`src/rtl/wd_pkg.sv`:
```
package wd_pkg;

    typedef enum logic [1:0] {
        WD_OFF   = 2'b00,
        WD_SHORT = 2'b01,
        WD_MID   = 2'b10,
        WD_LONG  = 2'b11
    } wd_sel_e;

    // Decoded control for one cycle of host traffic
    typedef struct packed {
        logic    kick;      // restart timer, clear suspend
        logic    sel_load;  // timeout-select field changes
        wd_sel_e sel_new;   // value to load
    } wd_ctl_t;

    function automatic int unsigned wd_limit(wd_sel_e s, int unsigned l_short,
                                             int unsigned l_mid, int unsigned l_long);
        case (s)
            WD_SHORT: return l_short;
            WD_MID:   return l_mid;
            WD_LONG:  return l_long;
            default:  return 0;
        endcase
    endfunction

    function automatic int unsigned wd_max3(int unsigned a, int unsigned b, int unsigned c);
        int unsigned m;
        m = (a > b) ? a : b;
        return (m > c) ? m : c;
    endfunction

    function automatic int unsigned wd_width(int unsigned max_val);
        return (max_val < 2) ? 1 : $clog2(max_val + 1);
    endfunction

endpackage

```
`src/rtl/wd_cmd_decode.sv`:
```
module wd_cmd_decode
    import wd_pkg::*;
#(
    parameter int unsigned ADDR_W = 8,
    parameter int unsigned DATA_W = 16,
    parameter logic [ADDR_W-1:0] CURR_ADDR = 8'h14,
    parameter logic [ADDR_W-1:0] VOLT_ADDR = 8'h15,
    parameter logic [ADDR_W-1:0] OPT_ADDR  = 8'h12,
    parameter int unsigned SEL_LSB = 13
) (
    input  logic              wr_en,
    input  logic [ADDR_W-1:0] wr_addr,
    input  logic [DATA_W-1:0] wr_data,
    input  wd_sel_e           sel_cur,
    output wd_ctl_t           ctl
);
    wd_sel_e sel_field;
    logic    cmd_hit;
    logic    opt_hit;
    logic    sel_change;
    logic    unused_data;

    assign unused_data = ^wr_data;

    always_comb begin
        sel_field  = wd_sel_e'(wr_data[SEL_LSB +: 2]);
        cmd_hit    = wr_en && ((wr_addr == CURR_ADDR) || (wr_addr == VOLT_ADDR));
        opt_hit    = wr_en && (wr_addr == OPT_ADDR);
        sel_change = opt_hit && (sel_field != sel_cur);
        ctl.kick     = cmd_hit || sel_change;
        ctl.sel_load = sel_change;
        ctl.sel_new  = sel_field;
    end
endmodule

```
`src/rtl/wd_tick_gen.sv`:
```
module wd_tick_gen #(
    parameter int unsigned TICK_CYCLES = 100_000_000
) (
    input  logic clk,
    input  logic rst,
    input  logic clear,
    input  logic run,
    output logic tick
);
    localparam int unsigned PRE_W = (TICK_CYCLES > 1) ? $clog2(TICK_CYCLES) : 1;
    localparam logic [PRE_W-1:0] LAST = PRE_W'(TICK_CYCLES - 1);

    logic [PRE_W-1:0] pre_q;

    always_ff @(posedge clk) begin
        if (rst || clear || !run) begin
            pre_q <= '0;
        end else if (pre_q == LAST) begin
            pre_q <= '0;
        end else begin
            pre_q <= pre_q + 1'b1;
        end
    end

    assign tick = run && (pre_q == LAST);
endmodule

```
`src/rtl/wd_expiry.sv`:
```
module wd_expiry #(
    parameter int unsigned CNT_W = 8
) (
    input  logic             clk,
    input  logic             rst,
    input  logic             clear,
    input  logic             hold_off,
    input  logic             tick,
    input  logic [CNT_W-1:0] limit,
    output logic             suspend,
    output logic [CNT_W-1:0] count
);
    logic             susp_q;
    logic [CNT_W-1:0] cnt_q;

    always_ff @(posedge clk) begin
        if (rst || clear || hold_off) begin
            cnt_q  <= '0;
            susp_q <= 1'b0;
        end else if (tick && !susp_q) begin
            if (cnt_q == limit - CNT_W'(1)) begin
                cnt_q  <= limit;
                susp_q <= 1'b1;
            end else begin
                cnt_q <= cnt_q + 1'b1;
            end
        end
    end

    assign suspend = susp_q;
    assign count   = cnt_q;
endmodule

```
`src/rtl/charge_cmd_watchdog.sv`:
```
module charge_cmd_watchdog
    import wd_pkg::*;
#(
    parameter int unsigned ADDR_W      = 8,
    parameter int unsigned DATA_W      = 16,
    parameter logic [ADDR_W-1:0] CURR_ADDR = 8'h14,
    parameter logic [ADDR_W-1:0] VOLT_ADDR = 8'h15,
    parameter logic [ADDR_W-1:0] OPT_ADDR  = 8'h12,
    parameter int unsigned SEL_LSB     = 13,
    parameter int unsigned TICK_CYCLES = 100_000_000,
    parameter int unsigned LIM_SHORT   = 5,
    parameter int unsigned LIM_MID     = 88,
    parameter int unsigned LIM_LONG    = 175
) (
    input  logic              clk,
    input  logic              rst,
    input  logic              wr_en,
    input  logic [ADDR_W-1:0] wr_addr,
    input  logic [DATA_W-1:0] wr_data,
    output logic              conv_suspend
);
    localparam int unsigned MAX_LIM = wd_max3(LIM_SHORT, LIM_MID, LIM_LONG);
    localparam int unsigned CNT_W   = wd_width(MAX_LIM);

    wd_ctl_t          ctl;
    wd_sel_e          sel_q;
    logic             tick;
    logic             run;
    logic             suspend;
    logic [CNT_W-1:0] limit;
    logic [CNT_W-1:0] count;

    wd_cmd_decode #(
        .ADDR_W(ADDR_W), .DATA_W(DATA_W),
        .CURR_ADDR(CURR_ADDR), .VOLT_ADDR(VOLT_ADDR), .OPT_ADDR(OPT_ADDR),
        .SEL_LSB(SEL_LSB)
    ) u_dec (
        .wr_en(wr_en), .wr_addr(wr_addr), .wr_data(wr_data),
        .sel_cur(sel_q), .ctl(ctl)
    );

    always_ff @(posedge clk) begin
        if (rst) begin
            sel_q <= WD_LONG;
        end else if (ctl.sel_load) begin
            sel_q <= ctl.sel_new;
        end
    end

    assign limit = CNT_W'(wd_limit(sel_q, LIM_SHORT, LIM_MID, LIM_LONG));
    assign run   = (sel_q != WD_OFF) && !suspend;

    wd_tick_gen #(.TICK_CYCLES(TICK_CYCLES)) u_tick (
        .clk(clk), .rst(rst), .clear(ctl.kick), .run(run), .tick(tick)
    );

    wd_expiry #(.CNT_W(CNT_W)) u_exp (
        .clk(clk), .rst(rst), .clear(ctl.kick),
        .hold_off(sel_q == WD_OFF), .tick(tick), .limit(limit),
        .suspend(suspend), .count(count)
    );

    assign conv_suspend = suspend;
endmodule

```
`config.mk`:
```
export PLATFORM = sky130hd
export DESIGN_NAME = charge_cmd_watchdog
export DESIGN_NICKNAME = d
export VERILOG_FILES = /design/src/rtl/wd_pkg.sv /design/src/rtl/wd_cmd_decode.sv /design/src/rtl/wd_tick_gen.sv /design/src/rtl/wd_expiry.sv /design/src/rtl/charge_cmd_watchdog.sv
export SDC_FILE = /design/constraint.sdc
export NUM_CORES = 1
export LEC_CHECK = 0
export ABC_AREA = 1
export CAP_MARGIN = 20
export CORE_MARGIN = 3
export CORE_UTILIZATION = 55
export DETAILED_ROUTE_END_ITERATION = 10
export PLACE_DENSITY = 0.78
export SYNTH_ARGS = -nofsm -noshare
export SYNTH_HDL_FRONTEND = slang
export SYNTH_HIERARCHICAL = 1
export SYNTH_SLANG_ARGS = --single-unit
```
`constraint.sdc`:
```
create_clock -name clk -period 3.1 [get_ports clk]
set_input_delay 0.465 -clock clk [delete_from_list [all_inputs] [get_ports clk]]
set_output_delay 0.465 -clock clk [all_outputs]
set_load 0.01 [all_outputs]
```
# Yosys cells after proc, flatten, opt, wreduce, memory -nomap -nowiden

Cells that the tools add are included.
W data, S select, Z words.

Bits in registers: 38
Input port bits: 27
Output and inout port bits: 1
Logic and storage cells: 35

Add/subtract/negate cells: 3
Equal/unequal tests: 9
Muxes and demuxes: 2
Reductions and logical operators: 17

Operators by type and width:

| kind                    | count |
|---|---|
| $add A27 B1 Y27 const B | 1 |
| $eq A27 B27 Y1 const B  | 1 |
| $eq A8 B5 Y1 const B    | 3 |
| $pmux W8 S3             | 1 |
| $add A8 B1 Y8 const B   | 1 |
| $eq A8 B8 Y1            | 1 |
| $mux W8                 | 1 |
| $sub A8 B1 Y8 const B   | 1 |
| $logic_and A1 B1 Y1     | 6 |
| $logic_or A1 B1 Y1      | 5 |
| $eq A2 B2 Y1 const B    | 2 |
| $eq A2 B1 Y1 const B    | 1 |
| $logic_not A1 Y1        | 2 |
| $logic_not A2 Y1        | 1 |
| $ne A2 B2 Y1            | 1 |
| $reduce_and A2 Y1       | 1 |
| $reduce_bool A2 Y1      | 1 |
| $reduce_or A2 Y1        | 1 |

# Depth between registers and ports, before layout

Gate-level depths: netlist of the first run.

Depth after elaboration: 7
Mapped depth: 17
Gate-level depth less buffers: 17

# By module

Netlist of the first run, hierarchy kept.

Modules (own cells, without submodules):

| module              | times used | cells an instance | area an instance (um2) | sequential area each (um2) |
|---|---|---|---|---|
| wd_tick_gen         | 1          | 227               | 1,486.4                | 540.5 |
| wd_expiry           | 1          | 136               | 820.8                  | 180.2 |
| wd_cmd_decode       | 1          | 29                | 133.9                  | 0.0 |
| charge_cmd_watchdog | 1          | 18                | 107.6                  | 40.0 |

# Worst setup path after synthesis of the first run

No wires, ideal clock.

Kind: register -> register
Start point: register u_tick.pre_q[0]
End point: register u_exp.cnt_q[7] (netlist: u_exp/count[7])
Library setup time: 0.118 ns
Arrival time: 2.068 ns
Data required time: 2.982 ns
Setup slack: 0.914 ns
Stages on the path, launching flop included: 18
Buffers on the path: 0
Clock period less this slack: 2.186 ns
Cell sequence: dfxtp_1 > ha_1 > nand2_2 > nor2_4 > nand2_4 > inv_1 > nand2_1 > nor3_1 > inv_1 > or2_1 > nor2_1 > nand3_1 > nor2_1 > nand2_1 > nand2_1 > inv_1 > o21ai_1 > a21oi_1

Cells in the longest elaborated chain, start to end: 3

Ends and longest elaborated chain:

| element                | line                      | source |
|---|---|---|
| start, declared        | wd_tick_gen.sv:13         | `logic [PRE_W-1:0] pre_q;` |
| start signal, assigned | wd_tick_gen.sv:21         | `pre_q <= pre_q + 1'b1;` |
| $eq A27 B27 Y1         | wd_tick_gen.sv:25         | `assign tick = run && (pre_q == LAST);` |
| $logic_and A1 B1 Y1    | wd_tick_gen.sv:25         |  |
| net tick               | charge_cmd_watchdog.sv:27 | `logic tick;` |
| $logic_and A1 B1 Y1    | wd_expiry.sv:20           | `end else if (tick && !susp_q) begin` |
| end signal, assigned   | wd_expiry.sv:22           | `cnt_q <= limit;` |
| end signal, assigned   | wd_expiry.sv:25           | `cnt_q <= cnt_q + 1'b1;` |
| end, declared          | wd_expiry.sv:14           | `logic [CNT_W-1:0] cnt_q;` |

The timed path passes the listed nets, and every way through them passes these cells.
A chain may end at the register's enable or synchronous reset.

# Final worst setup path of the first run

Ends and elaborated chain as after synthesis.

==> results_dict.tcl, run 1 <==
set metrics [dict create \
    fin_skew_ps 6.65 \
    power.clock.fraction_pct 39.5 \
    critical_path.cell_chain "ha_1 -> nand2_2 -> nor2_4 -> nand2_4 -> inv_1 -> nand2_1 -> nor3_1 -> inv_1 -> or2_1 -> nor2_1 -> nand3_1 -> nor2_1 -> nand2_1 -> nand2_1 -> inv_1 -> o21ai_1 -> a21oi_1" \
    power_density_nw_per_um2 318 \
    drive_above_1_share_pct 8.24 \
    comb_power_share_pct 4.7 \
    cp.arrival_ps 2650 \
    fmax_mhz 404 \
    gp_congestion 0.879 \
    utilization_pct 63.2 \
    antenna_found_initial 0 \
    synth-edff-count 0 \
    fin_hold_ws_ps 464 \
    die_w_um 74.1 \
    finalSetupViolCount 0 \
    cts.clk_slew.worst_paths_ps 70 \
    numPortBuffers 13 \
    nets 454 \
    ios 28 \
    synth.avg_cell_area_um2 6.22 \
    period_minus_slack_ps 2470 \
    grt_pass1_vias 2134 \
    fp.dieArea_um2 5490 \
    synth_top_area_share_pct 29.8 \
    vdd_drop_max_uv 255 \
    grt_pass1_wl_um 9240 \
    rsz0062_at_grt "false" \
    cts.repair.resized 0 \
    htree_levels 2 \
    cts.sinks 38 \
    core_area_um2 4410 \
    worstSetupStartpointType "flop" \
    slew_viol_final 0 \
    rows 24 \
    crit_slowest_cell "dfxtp_1" \
    die_y_um 74.1 \
    leakage_nw 1.16 \
    cts_made_buffers 5 \
    synth_area_um2 2550 \
    critPathKind "reg -> reg" \
    yosysWarnings 6 \
    crit_fanout 5 \
    grt_overflow 0 \
    diodes 0 \
    crit_required_ps 3280 \
    vias_per_cell 5.05 \
    cts_tree "done" \
    fin_crit_sh_pct 79.8 \
    pwr-share-seq_pct 55.8 \
    initial_core_util_pct 57.7 \
    insertion_delay_ps 290 \
    clockBufferDepth 2 \
    final_cell_mix "nand2_1, nor2_1, inv_1" \
    area_growth_pct 9.47 \
    dpl.cell_count 469 \
    num_vias 2410 \
    total_power_mw 0.886 \
    swShare_pct 21.9 \
    cts_root_buffer "clkbuf_8" \
    maxCapViolCount 0 \
    post-synth-top-area-cell "dfxtp_1" \
    cts_setup_buffers 0 \
    synth_flop_cell "dfxtp_1" \
    p_switching_mw 0.194 \
    ys_ff_latch 38 \
    ys_types 31 \
    layout_commonest_cell "nand2_1" \
    finalNonFillerCells 477 \
    finalHoldViolations 0 \
    seq_area_frac_synth_pct 29.8 \
    hold_path.class "reg -> reg" \
    grt_usage_pct 21.3 \
    hpwl_um 3940 \
    internal_power_mw 0.692 \
    totalWireLength_um 5340 \
    maxSlewHeadroom_pct 55.3 \
    worst_setup_path_end_kind "flop" \
    async_flop_share_pct 0 \
    grt_max_degree 27 \
    worst_pin_slew_ps 668 \
    syn_inst 410 \
    finalSetupTns_ps 0 \
    cp_slowest_stage_delay_ps 370 \
    firstDrtPassIters 4 \
    wl_per_cell_um 11.2 \
    status "finished clean" \
    fill_cells 422 \
    synthesis.nets 440 \
    route.detailed.drc 0 \
    synth_area_leaders "dfxtp_1, nand2_1, nor2_1" \
    postCtsHoldBufs 0 \
    drtIter0Drc 170 \
    ant_nets 0 \
]
cell usage after synthesis, drive strengths merged (3+ instances only):
library cell	count
nor3	7
dfxtp	38
buf	5
ha	3
a21oi	10
and2	3
nor2	91
inv	49
xnor2	11
xor2	10
nand3b	3
o21ai	7
nand4	5
nand2	128
or2	4
nand3	29
final cells by class:
type	count	area, um2	area share, %
clock buffers	7	86.3	3.09
clock inverters	1	5.00	0.179
inverters	49	184	6.59
multi-input cells	316	1550	55.6
flip-flops and latches	38	761	27.3
well taps	52	65.1	2.33
repair buffers	14	138	4.93
layer usage:
metal | up-vias | global-route usage (%) | part of all wire (%)
met5 | - | 0 | 0
met4 | 0 | 5.43 | 0.82
met3 | 4 | 5.27 | 6.3
met2 | 52 | 32.8 | 44
met1 | 1064 | 29.7 | 49
li1 | 1290 | - | -
worst max-delay path, delay by kind of cell (launching register included):
family                   cells  cell delay, ps
adder cells (fa/ha/maj)      1             240
flip-flops                   1             370
buffers and inverters        3             180
AO/OA/AOI/OAI                2             180
AND/OR/NAND/NOR             11            1380
final timing paths:
path / from / slack (ps) / depth (start not counted) / end
max: u_tick/pre_q[0] / 630 / 17 / u_exp/count[7]
min: u_tick/pre_q[0] / 460 / 1 / u_tick/pre_q[0]
max reg2reg: u_tick/pre_q[0] / 630 / 17 / u_exp/count[7]
min reg2reg: u_tick/pre_q[0] / 460 / 1 / u_tick/pre_q[0]
flip-flops by register name, indices dropped and copies added, names as in the netlist:
| name | cells |
|---|---|
| sel_q | 2 |
| u_exp/count | 8 |
| u_exp/suspend | 1 |
| u_tick/pre_q | 27 |
through the flow:
step,area [um2],worst slack [ps]
6_report,2790,626
5_1_grt,2790,357
4_1_cts,2790,614
3_5_place_dp,2700,630
3_3_place_gp,2700,664
2_1_floorplan,2550,914
kinds of logic after synthesis:
logic type | Yosys count | synth area share (%)
buffers and inverters | 56 | 9.28
DFF | 38 | 29.8
adders and majority gates | 3 | 1.47
AOI/OAI and AO/OA | 20 | 4.22
and+or+nand+nor | 272 | 48.0
xor gates and xnor gates | 21 | 7.22
power by group through the flow:
stage / combinational, mW / sequential, mW / clock, mW
floorplan: 0.0253 / 0.505 / 0
global placement: 0.0409 / 0.506 / 0
detailed placement: 0.0418 / 0.506 / 0
CTS: 0.0420 / 0.495 / 0.362
global route: 0.0466 / 0.495 / 0.385
finish: 0.0413 / 0.495 / 0.350
Note: power is estimated with default switching activity, not from simulation.
==> run 2, diff against run 1 <==
Settings changed: CORE_UTILIZATION 55 to 51, PLACE_DENSITY 0.78 to 0.76.
Clock period 3.1 ns to 2.07 ns, I/O delays scaled along.
==> run 2 against run 1 <==
Effect of this change:
- the run now ends with negative setup slack left
- critical path type unchanged
- die area up 7.2%
- maximum frequency up 16%
- largest cell class unchanged
- global-route usage up 0.62 points
- register-to-register slack worse by 680 ps
- worst setup slack worse by 680 ps
==> results_dict.tcl, run 2 (synthesis results as in run 1) <==
set metrics [dict create \
    total_power_mw 1.36 \
    grt_usage_pct 21.9 \
    drive_above_1_share_pct 19.5 \
    final_cell_mix "nand2_1, nor2_1, inv_1" \
    dpl.cell_count 518 \
    grt_pass1_vias 2459 \
    fin_crit_sh_pct 103 \
    hold_path.class "reg -> reg" \
    maxCapViolCount 0 \
    grt_max_degree 27 \
    hold_depth 2 \
    reg2reg_to "u_exp/count[7]" \
    initial_core_util_pct 53.3 \
    numPortBuffers 13 \
    finalNonFillerCells 529 \
    reg2reg_depth 17 \
    die_y_um 76.7 \
    finalHoldViolations 0 \
    core_area_um2 4790 \
    fmax_mhz 471 \
    firstDrtPassIters 4 \
    clockBufferDepth 2 \
    die_w_um 76.7 \
    cts.sinks 38 \
    antenna_found_initial 0 \
    wl_per_cell_um 11.1 \
    htree_levels 2 \
    slew_viol_final 0 \
    rows 25 \
    postCtsHoldBufs 0 \
    fp.dieArea_um2 5880 \
    critical_path.cell_chain "ha_4 -> nand2_4 -> nor2_4 -> nand2_4 -> inv_4 -> nand2_2 -> nor3_2 -> inv_1 -> or2_4 -> nor2_4 -> nand3_2 -> nor2_2 -> nand2_1 -> nand2_1 -> inv_1 -> o21ai_1 -> a21oi_1" \
    fin_hold_ws_ps 506 \
    fin_skew_ps 5.49 \
    insertion_delay_ps 290 \
    gp_congestion 0.832 \
    r2r_slack_ps -50 \
    power_density_nw_per_um2 426 \
    worst_setup_path_end_kind "flop" \
    ios 28 \
    regMostFlops "u_tick/pre_q" \
    grt_pass1_wl_um 10600 \
    whs_endpoint "sel_q[1]" \
    status "complete, but fails checks" \
    grt_overflow 0 \
    drtIter0Drc 130 \
    critPathKind "reg -> reg" \
    period_minus_slack_ps 2120 \
    totalWireLength_um 5890 \
    finalSetupViolCount 1 \
    worstSetupStartpointType "flop" \
    nets 491 \
    cts_root_buffer "clkbuf_8" \
    layout_commonest_cell "nand2_1" \
    route.detailed.drc 0 \
    cts_tree "done" \
    area_growth_pct 24.8 \
    fill_cells 448 \
    timing.final.ws_setup_ps -54.2 \
    cp.arrival_ps 2300 \
    rr_startpoint "u_tick/pre_q[0]" \
    hpwl_um 4410 \
    violations "negative setup slack" \
    largest_register_ffs 27 \
    vdd_drop_max_uv 363 \
    vias_per_cell 4.82 \
    rsz0062_at_grt "true" \
    maxSlewHeadroom_pct 79.8 \
    crit_slowest_cell "dfxtp_2" \
    worst_pin_slew_ps 302 \
    ant_nets 0 \
    cts_made_buffers 5 \
    hp-start "sel_q[1]" \
    cts.clk_slew.worst_paths_ps 80 \
    crit_fanout 3 \
    diodes 0 \
    cp_slowest_stage_delay_ps 360 \
    leakage_nw 1.37 \
    crit_required_ps 2250 \
    num_vias 2548 \
]
[run 2: cell types whose count changed in the layout (fill, tap and decap cells not counted), sizes merged]
cell / delta
buf: +36
clkbuf: -1
clkinvlp: +1
nand4: +1
[run 2: layout make-up]
| type | instances | area, um2 | area share (%) |
|---|---|---|---|
| multi-input combinational | 317 | 1640 | 51.6 |
| sequential | 38 | 766 | 24.1 |
| timing repair buffer | 50 | 408 | 12.8 |
| inverter | 49 | 189 | 5.94 |
| tap | 67 | 83.8 | 2.63 |
| clock buffer | 6 | 82.6 | 2.60 |
| clock inverter | 2 | 12.5 | 0.393 |
[run 2: layer usage]
layer	global-route usage, %	part of all wire (%)	vias up
li1	-	-	1366
met1	25.7	44	1140
met2	38.6	51	32
met3	4.23	2.5	10
met4	9.24	1.8	0
met5	0	0	-
[run 2: worst max-delay path, delay by kind of cell, from the launching register on]
kind	cells	cell delay, ps
AO/OA/AOI/OAI	2	200
adder cells (fa/ha/maj)	1	160
buffers and inverters	3	160
flip-flops	1	360
AND/OR/NAND/NOR	11	1140
[run 2: how the worst max path moves through the flow]
stage | slack [ps] | cells past startpoint | startpoint | end
floorplan | 10 | 17 | u_tick/pre_q[1] | u_exp/count[7]
global placement | -40 | 17 | u_tick/pre_q[1] | u_exp/count[7]
detailed placement | -90 | 17 | u_tick/pre_q[1] | u_exp/count[7]
CTS | -10 | 17 | u_tick/pre_q[0] | u_exp/count[7]
global route | -200 | 17 | u_tick/pre_q[0] | u_exp/count[7]
finish | -50 | 17 | u_tick/pre_q[0] | u_exp/count[7]
[run 2: power by group]
part / internal [mW] / switching [mW] / total [mW]
Sequential: 0.736 / 0.00526 / 0.742
Combinational: 0.0436 / 0.0360 / 0.0797
Clock: 0.268 / 0.266 / 0.534
Total: 1.05 / 0.307 / 1.36
[run 2: stage by stage]
stage	util [%]	TNS [ps]	area [um2]	setup WS (ps)
after floorplan	-	0	2580	9.83
after global placement	62.7	-62.9	3000	-39.2
after detailed placement	62.7	-259	3000	-92.1
after CTS	65.6	-9.84	3140	-9.84
after global routing	66.5	-965	3180	-200
final	66.5	-54.2	3180	-54.2
[run 2: repair_timing]
| action | 4_1_cts | 5_1_grt |
|---|---|---|
| gates cloned | 1 | 0 |
| endpoints found under the setup margin | 5 | 9 |
| pin swaps | 6 | 3 |
| setup buffers | 2 | 1 |
| gates resized for setup | 5 | 11 |
==> run 3, diff against run 2 <==
Settings changed: ABC_CLOCK_PERIOD_IN_PS set to 2070.
==> results of run 3 <==
The final DEF is identical to that of run 2; final timing and power are the same.
